File: src/rtl/irq_pend_bank_pkg.sv
package irq_pend_bank_pkg;
  localparam int RGN_W       = 4;
  localparam int SGI_COUNT   = 16;
  localparam int SHARED_BASE = 32;

  typedef enum logic [RGN_W-1:0] {
    RG_EN_SET = 4'd0,
    RG_EN_CLR = 4'd1,
    RG_PD_SET = 4'd2,
    RG_PD_CLR = 4'd3,
    RG_CFG    = 4'd4,
    RG_POL    = 4'd5
  } region_e;
endpackage

File: src/rtl/irq_pend_bank_sense.sv
module irq_pend_bank_sense #(
  parameter int NUM_SRC = 128
) (
  input  logic               clk,
  input  logic               rst,
  input  logic [NUM_SRC-1:0] irq_in,
  input  logic [NUM_SRC-1:0] pol_vec,
  input  logic [NUM_SRC-1:0] cfg_edge,
  output logic [NUM_SRC-1:0] hw_set
);
  logic [NUM_SRC-1:0] line_q;

  generate
    for (genvar s = 0; s < NUM_SRC; s++) begin : g_src
      logic corr;
      assign corr      = irq_in[s] ^ pol_vec[s];
      assign hw_set[s] = cfg_edge[s] ? (corr & ~line_q[s]) : corr;
      always_ff @(posedge clk) begin
        if (rst) line_q[s] <= 1'b0;
        else     line_q[s] <= corr;
      end
    end
  endgenerate
endmodule

File: src/rtl/irq_pend_bank_regs.sv
module irq_pend_bank_regs
  import irq_pend_bank_pkg::*;
#(
  parameter int NUM_SRC = 128,
  parameter int DATA_W  = 32,
  parameter int ADDR_W  = 8,
  localparam int SRC_W  = $clog2(NUM_SRC)
) (
  input  logic               clk,
  input  logic               rst,
  input  logic               bus_wr,
  input  logic               bus_rd,
  input  logic [ADDR_W-1:0]  bus_addr,
  input  logic [DATA_W-1:0]  bus_wdata,
  output logic [DATA_W-1:0]  bus_rdata,
  input  logic [NUM_SRC-1:0] hw_set,
  input  logic               ack_valid,
  input  logic [SRC_W-1:0]   ack_id,
  output logic [NUM_SRC-1:0] en_vec,
  output logic [NUM_SRC-1:0] pend_vec,
  output logic [NUM_SRC-1:0] cfg_edge,
  output logic [NUM_SRC-1:0] pol_vec
);
  localparam int IDX_W  = ADDR_W - RGN_W;
  localparam int NW     = NUM_SRC / DATA_W;
  localparam int PER_CW = DATA_W / 2;
  localparam int NCW    = NUM_SRC / PER_CW;
  localparam int NPW    = (NUM_SRC - SHARED_BASE) / DATA_W;
  localparam logic [NUM_SRC-1:0] SGI_MASK = {{(NUM_SRC-SGI_COUNT){1'b0}}, {SGI_COUNT{1'b1}}};
  localparam logic [NUM_SRC-1:0] LOW_MASK = {{(NUM_SRC-SHARED_BASE){1'b0}}, {SHARED_BASE{1'b1}}};

  region_e            rgn;
  logic [IDX_W-1:0]   idx;
  logic [NUM_SRC-1:0] en_q, pend_q, cfg_q, pol_q;
  logic [NUM_SRC-1:0] en_d, pend_d, cfg_d, pol_d;
  logic [DATA_W-1:0]  rd_d;

  assign rgn = region_e'(bus_addr[ADDR_W-1 -: RGN_W]);
  assign idx = bus_addr[IDX_W-1:0];

  // next-state: clears first, then sets so that a set wins
  always_comb begin
    en_d   = en_q;
    pend_d = pend_q;
    cfg_d  = cfg_q;
    pol_d  = pol_q;
    if (bus_wr) begin
      for (int w = 0; w < NW; w++) begin
        if (idx == IDX_W'(w)) begin
          case (rgn)
            RG_EN_SET: en_d[w*DATA_W +: DATA_W]   = en_q[w*DATA_W +: DATA_W] | bus_wdata;
            RG_EN_CLR: en_d[w*DATA_W +: DATA_W]   = en_q[w*DATA_W +: DATA_W] & ~bus_wdata;
            RG_PD_CLR: pend_d[w*DATA_W +: DATA_W] = pend_q[w*DATA_W +: DATA_W] & ~bus_wdata;
            default: ;
          endcase
        end
      end
    end
    if (ack_valid) pend_d[ack_id] = 1'b0;
    pend_d = pend_d | hw_set;
    if (bus_wr && rgn == RG_PD_SET) begin
      for (int w = 0; w < NW; w++)
        if (idx == IDX_W'(w))
          pend_d[w*DATA_W +: DATA_W] = pend_d[w*DATA_W +: DATA_W] | bus_wdata;
    end
    if (bus_wr && rgn == RG_CFG) begin
      for (int w = 0; w < NCW; w++)
        if (idx == IDX_W'(w))
          for (int i = 0; i < PER_CW; i++)
            cfg_d[w*PER_CW + i] = bus_wdata[2*i+1];
    end
    cfg_d = cfg_d | SGI_MASK;
    if (bus_wr && rgn == RG_POL) begin
      for (int w = 0; w < NPW; w++)
        if (idx == IDX_W'(w))
          pol_d[SHARED_BASE + w*DATA_W +: DATA_W] = bus_wdata;
    end
    pol_d = pol_d & ~LOW_MASK;
  end

  always_comb begin
    rd_d = '0;
    case (rgn)
      RG_EN_SET, RG_EN_CLR:
        for (int w = 0; w < NW; w++)
          if (idx == IDX_W'(w)) rd_d = en_q[w*DATA_W +: DATA_W];
      RG_PD_SET, RG_PD_CLR:
        for (int w = 0; w < NW; w++)
          if (idx == IDX_W'(w)) rd_d = pend_q[w*DATA_W +: DATA_W];
      RG_CFG:
        for (int w = 0; w < NCW; w++)
          if (idx == IDX_W'(w))
            for (int i = 0; i < PER_CW; i++) rd_d[2*i+1] = cfg_q[w*PER_CW + i];
      RG_POL:
        for (int w = 0; w < NPW; w++)
          if (idx == IDX_W'(w)) rd_d = pol_q[SHARED_BASE + w*DATA_W +: DATA_W];
      default: rd_d = '0;
    endcase
  end

  always_ff @(posedge clk) begin
    if (rst) begin
      en_q      <= SGI_MASK;
      pend_q    <= '0;
      cfg_q     <= SGI_MASK;
      pol_q     <= '0;
      bus_rdata <= '0;
    end else begin
      en_q   <= en_d;
      pend_q <= pend_d;
      cfg_q  <= cfg_d;
      pol_q  <= pol_d;
      if (bus_rd) bus_rdata <= rd_d;
    end
  end

  assign en_vec   = en_q;
  assign pend_vec = pend_q;
  assign cfg_edge = cfg_q;
  assign pol_vec  = pol_q;
endmodule

File: src/rtl/irq_pend_bank.sv
module irq_pend_bank #(
  parameter int NUM_SRC = 128,
  parameter int DATA_W  = 32,
  parameter int ADDR_W  = 8,
  localparam int SRC_W  = $clog2(NUM_SRC)
) (
  input  logic               clk,
  input  logic               rst,
  input  logic               bus_wr,
  input  logic               bus_rd,
  input  logic [ADDR_W-1:0]  bus_addr,
  input  logic [DATA_W-1:0]  bus_wdata,
  output logic [DATA_W-1:0]  bus_rdata,
  input  logic [NUM_SRC-1:0] irq_in,
  input  logic               ack_valid,
  input  logic [SRC_W-1:0]   ack_id,
  output logic [NUM_SRC-1:0] req_vec
);
  logic [NUM_SRC-1:0] en_vec, pend_vec, cfg_edge, pol_vec, hw_set;

  irq_pend_bank_sense #(.NUM_SRC(NUM_SRC)) u_sense (
    .clk(clk), .rst(rst), .irq_in(irq_in), .pol_vec(pol_vec),
    .cfg_edge(cfg_edge), .hw_set(hw_set)
  );

  irq_pend_bank_regs #(.NUM_SRC(NUM_SRC), .DATA_W(DATA_W), .ADDR_W(ADDR_W)) u_regs (
    .clk(clk), .rst(rst), .bus_wr(bus_wr), .bus_rd(bus_rd), .bus_addr(bus_addr),
    .bus_wdata(bus_wdata), .bus_rdata(bus_rdata), .hw_set(hw_set),
    .ack_valid(ack_valid), .ack_id(ack_id), .en_vec(en_vec), .pend_vec(pend_vec),
    .cfg_edge(cfg_edge), .pol_vec(pol_vec)
  );

  always_ff @(posedge clk) begin
    if (rst) req_vec <= '0;
    else     req_vec <= en_vec & pend_vec;
  end
endmodule

File: config.mk
export PLATFORM = sky130hd
export DESIGN_NAME = irq_pend_bank
export DESIGN_NICKNAME = d
export VERILOG_FILES = /design/src/rtl/irq_pend_bank_pkg.sv /design/src/rtl/irq_pend_bank_sense.sv /design/src/rtl/irq_pend_bank_regs.sv /design/src/rtl/irq_pend_bank.sv
export SDC_FILE = /design/constraint.sdc
export NUM_CORES = 2
export LEC_CHECK = 0
export CAP_MARGIN = 20
export CORE_MARGIN = 4
export CORE_UTILIZATION = 44
export DETAILED_ROUTE_END_ITERATION = 10
export GPL_ROUTABILITY_DRIVEN = 0
export PLACE_DENSITY = 0.77
export SYNTH_ARGS = -nofsm -noshare
export SYNTH_HDL_FRONTEND = slang
export SYNTH_SLANG_ARGS = --single-unit
File: constraint.sdc
create_clock -name clk -period 2.54 [get_ports clk]
set_input_delay 0.254 -clock clk [delete_from_list [all_inputs] [get_ports clk]]
set_output_delay 0.254 -clock clk [all_outputs]
set_load 0.03 [all_outputs]
# [After elaboration in Yosys (flattened, before gate mapping)]
# Cells that the tools add are included.
[totals] register_bits=800 inputBits=180 output_inout_bits=160
[op_classes] order_cmp=2 n_eq_ne=12 n_mux=320 n_bitwise=405 n_reduce_logical=23
[op_table] operator="two-way mux 32 bit" count=23
[op_table] operator="two-way mux 128 bit" count=3
[op_table] operator="two-way mux 1 bit" count=257
[op_table] operator="bitwise AND 128 bit" count=2
[op_table] operator="bitwise AND 32 bit" count=8
[op_table] operator="OR 32 bit" count=8
[op_table] operator="case mux 32 bit (2 select lines)" count=4
[op_table] operator="bitwise AND 1 bit" count=128
[op_table] operator="inverter 1 bit" count=128
[op_table] operator="inverter 128 bit" count=1
[op_table] operator="OR 128 bit" count=1
[op_table] operator="bitwise XOR 1 bit" count=128
[op_table] operator="case mux 1 bit (4 select lines)" count=16
[op_table] operator="case mux 1 bit (3 select lines)" count=16
[op_table] operator="inverter 32 bit" count=1
[op_table] operator="equality test 4 x 3 -> 1 bit, second input constant" count=6
[op_table] operator="AND reduction 2 bit" count=10
[op_table] operator="equality test 4 x 2 -> 1 bit, second input constant" count=4
[op_table] operator="AND reduction 3 bit" count=4
[op_table] operator="equality test 4 x 1 -> 1 bit, second input constant" count=2
[op_table] operator="zero test 4 bit" count=2
[op_table] operator="less-than comparator 7 x 8 -> 1 bit, second input constant" count=1
[op_table] operator="demux 1 bit (select 7 bit)" count=1
[op_table] operator="greater-or-equal comparator 7 x 1 -> 1 bit, second input constant" count=1
[op_table] operator="3 further kinds" count=7

# [Longest topological paths before layout]
[depth] ltp_word=11 mapped_depth=10

# [By module]
# From an unflattened synthesis, not the netlist that was laid out.
[unflattened] hier_cells=3651 area_unflattened_um2=32392.3
[by_module_without_submodules] module="irq_pend_bank_regs" instances=1 cells_per_inst=2855 area_per_inst_um2=23596.4
[by_module_without_submodules] module="irq_pend_bank_sense" instances=1 cells_per_inst=526 area_per_inst_um2=4958.5
[by_module_without_submodules] module="irq_pend_bank" instances=1 cells_per_inst=270 area_per_inst_um2=3837.4

# [Least setup slack after synthesis]
# No wires, ideal clock.
[synth_timing] kind="input to register" start="input bus_addr[7]" end="register u_regs.cfg_q[70], in the netlist u_regs.cfg_edge[70]" t_arrival_ns=1.990 path_slack_ns=0.422 cell_stages=7 path_buffers=3 path_cell_list="buf_2 > or4b_1 > buf_2 > nor4_4 > buf_6 > mux2i_1 > nor2_1"
[synth_between] elab_chain_cells=3
[synth_lines] item="start: declaration" line_no="irq_pend_bank.sv:11" rtl="input logic [ADDR_W-1:0] bus_addr,"
[synth_lines] item="equality test 4 x 3 -> 1 bit" line_no="irq_pend_bank_regs.sv:66" rtl="if (bus_wr && rgn == RG_CFG) begin"
[synth_lines] item="logical AND 1 bit" line_no="irq_pend_bank_regs.sv:66"
[synth_lines] item="AND reduction 2 bit (no line)"
[synth_lines] item="end signal: assignment" line_no="irq_pend_bank_regs.sv:111" rtl="cfg_q <= cfg_d;"
[synth_lines] item="end: declaration" line_no="irq_pend_bank_regs.sv:34" rtl="logic [NUM_SRC-1:0] en_q, pend_q, cfg_q, pol_q;"
# No other way between the ends.
# A chain may end at the register's enable or synchronous reset.

# [Final worst setup path]
[layout_timing] start="input bus_addr[4]" end="register u_regs.pend_q[67], in the netlist u_regs.pend_vec[67]"
[layout_between] elab_chain_cells=10 elab_cells_between_ends=12
[layout_lines] item="equality test 4 x 2 -> 1 bit" line_no="irq_pend_bank_regs.sv:50" rtl="case (rgn)"
[layout_lines] item="two-way mux 32 bit" line_no="irq_pend_bank_regs.sv:50"
[layout_lines] item="two-way mux 32 bit" line_no="irq_pend_bank_regs.sv:49" rtl="if (idx == IDX_W'(w)) begin"
[layout_lines] item="two-way mux 128 bit" line_no="irq_pend_bank_regs.sv:47" rtl="if (bus_wr) begin"
[layout_lines] item="bitwise AND 128 bit (no line)"
[layout_lines] item="two-way mux 128 bit" line_no="irq_pend_bank_regs.sv:59" rtl="if (ack_valid) pend_d[ack_id] = 1'b0;"
[layout_lines] item="OR 128 bit" line_no="irq_pend_bank_regs.sv:60" rtl="pend_d = pend_d | hw_set;"
[layout_lines] item="OR 32 bit" line_no="irq_pend_bank_regs.sv:64" rtl="pend_d[w*DATA_W +: DATA_W] = pend_d[w*DATA_W +: DATA_W] | bus_wdata;"
[layout_lines] item="two-way mux 32 bit" line_no="irq_pend_bank_regs.sv:63" rtl="if (idx == IDX_W'(w))"
[layout_lines] item="two-way mux 128 bit *" line_no="irq_pend_bank_regs.sv:61" rtl="if (bus_wr && rgn == RG_PD_SET) begin"
[layout_lines] item="end signal: assignment" line_no="irq_pend_bank_regs.sv:110" rtl="pend_q <= pend_d;"
[layout_lines] item="end: declaration" line_no="irq_pend_bank_regs.sv:34"
# Every way passes the cells marked *; elsewhere a longest branch is shown, timed or not.

==> flow_summary.toml <==
[die]
die_area_um2 = 77100
design.core.area_um2 = 71900
die_y_um = 278
dieWidth_um = 278
io_pins = 340
start_util_pct = 44.5
rows = 98

[place]
numPortBuffers = 339
dp_slack_ns = -0.158
place_area_um2 = 37400
hpwl_mm = 93.5

[logic_synthesis]
synth_seq_cells = 752
synth_nets = 3791
syn_inst = 3611
ys_seq_area_share_pct = 47.0
syn_area_per_cell_um2 = 8.86
yosysWarnings = 0
async_reset_ff_share_pct = 0
netlist_area_um2 = 32000
synth_flop_cell = "dfxtp_1"
synthAdderAreaFrac_pct = 0
synth_mux_area_share_pct = 6.81
synth_compound_area_share_pct = 23.3
yosysUniqueCellTypes = 57
synth_edf_count = 0
synth_top_family_by_area = "compound AO/OA/AOI/OAI gates"
synthSimpleGateAreaFrac_pct = 15.3
synthXorXnorAreaFrac_pct = 2.63

[drt]
dr_wl_met2_mm = 52.8
drt-wirelength-per-cell_um = 26.8
ant_nets = 0
drt_iter0_drc = 5957
drt-total-wl_mm = 131
first_pass_iters = 7
top_layer_used = "met5"
dr_wl_met3_mm = 21.2
wl_met1_mm = 48.4
drc_errors = 0
num_vias = 31500
viasPerCell = 6.44

[sta]
period_minus_slack_ns = 2.32
setup-tns-final_ns = 0
skew_ns = 0.0351
setup_slack_ns = 0.223
hold_viol = 0
fmax_mhz = 432
rsz0062_at_grt = "false"
period_share_pct = 91.2
slew_viol_final = 0
max_slew_margin_pct = 24.0
setup_viol = 0
worstMarginPinSlew_ns = 1.14

[worst_setup_path]
max_stage_delay_ns = 0.60
startpoint_type = "primary input"
path_class = "primary input to flip-flop"
slowest_stage = "dlygate4sd3_1"
end_kind = "flip-flop"
arrival_ns = 2.78
crit_fanout = 45
cpMostUsedCell = "buf_4"
path_cells = "dlygate4sd3_1 > buf_4 > buf_4 > and3_1 > buf_4 > nand2_1 > o221ai_1 > a21oi_1"
cp_data_required_time_ns = 3.00

[grt]
grt_start_max_net_pins = 227
grt_first_pass_wirelength_mm = 190
grt.total_usage_pct = 32.2
grt_pass1_vias = 29000
antenna_found_initial = 4
grt.overflow.total = 0

[clock_tree]
root_buffer = "clkbuf_16"
cts_num_sinks = 752
numCtsBuffers = 75
cts_setup_buffers = 0
h-tree-depth = 3
worstSkewPairLatency_ns = 0.64
clockBufferDepth = 3
path_clk_slew_ns = 0.06
cts_tree = "done"

[power]
power_w = 0.0259
p_per_area_nw_per_um2 = 650
vdd_ir_drop_max_uv = 613
p_leak_nw = 13.7

[layout]
area_growth_pct = 24.4
nNetsFinal = 4054
post-route-cell-area_um2 = 39800
drive_gt1_share_pct = 11.2

[flow_run]
cap_viol_max_count = 0

[outcome]
status = "completed"

[min_path]
hold_path.class = "primary input to flip-flop"
critical path: cells and delay by family:
family / cells / cell delay [ns]
AND/OR/NAND/NOR: 2 / 0.45
AO/OA/AOI/OAI: 2 / 0.38
buffers and inverters: 4 / 1.67
where the power goes:
| group | switching [W] | internal, W |
|---|---|---|
| Clock | 0.00477 | 0.00631 |
| Combinational | 0.00158 | 0.000948 |
| Sequential | 0.000195 | 0.0121 |
| Total | 0.00655 | 0.0193 |
cell families (layout without fill, tap and decap cells):
family,Yosys count,after routing
compound gates,1119,1119
mux,175,175
other cells,0,2
simple gates,1083,1083
flops,752,752
xor+xnor,96,96
buf+inv,386,706
routing by layer:
layer | vias up | GRT usage [%]
met5 | - | 0
met4 | 4 | 16.7
met3 | 492 | 12.2
met2 | 2759 | 45.2
met1 | 14600 | 42.9
li1 | 13600 | -
synthesized netlist by cell type, types with 57 or more instances:
library cell | instances | area share (%)
dfxtp_1 | 752 | 47
a21oi_1 | 481 | 7.5
nor2_1 | 380 | 4.5
nand2_1 | 361 | 4.2
clkbuf_1 | 277 | 3.2
mux2i_1 | 140 | 4.4
o221ai_1 | 129 | 3.5
a31oi_1 | 128 | 2.5
nand3_1 | 110 | 1.7
xnor2_1 | 96 | 2.6
nor2b_1 | 90 | 1.8
a311oi_1 | 84 | 2.3
buf_2 | 68 | 1.1
o22ai_1 | 67 | 1.3
a211oi_1 | 57 | 1.3
timing repair:
action	CTS	global route
gates resized for setup	0	0
endpoints found under the hold margin	3	0
hold buffers	2	0
path summary, 6_finish.rpt:
path                                       endpoint  cells past startpoint                            start  slack [ns]
setup / recovery     u_regs.pend_vec[67]$_SDFF_PP0_                      8                      bus_addr[4]        0.22
hold / removal         u_sense.line_q[8]$_SDFF_PP0_                      2                        irq_in[8]        0.19
setup reg to reg  u_regs.bus_rdata[21]$_SDFFE_PP0P_                      4  u_regs.pend_vec[117]$_SDFF_PP0_        0.51
hold reg to reg               req_vec[2]$_SDFF_PP0_                      2                        flip-flop        0.44
layout make-up:
class                      instances  area (um^2)
antenna                            2         5.00
tap                              950         1190
timing repair buffer             556         5660
sequential                       752        15100
clock buffer                     115         2290
clock inverter                    19          138
inverter                          16         60.1
multi-input combinational       2473        15400
fill                            6291        32000
layout by cell type (no fill, tap or decap), types with 50 or more instances in the layout:
master,count
a211oi_1,57
clkdlybuf4s50_1,334
buf_4,166
o22ai_1,67
nand2_1,361
buf_12,50
dfxtp_1,752
clkbuf_16,77
mux2i_1,140
nand3_1,110
xnor2_1,96
a311oi_1,84
a21oi_1,481
nor2b_1,90
o221ai_1,129
nor2_1,375
a31oi_1,128
metrics by stage:
step / hold slack [ns] / instances / utilization [%]
floorplan: 0.382 / 3611 / -
global placement: 0.435 / 4745 / 52.0
detailed placement: 0.436 / 4745 / 52.0
CTS: 0.174 / 4881 / 55.4
global route: 0.206 / 4883 / 55.4
finish: 0.190 / 4883 / 55.4
Note: power is estimated with default switching activity, not from simulation.
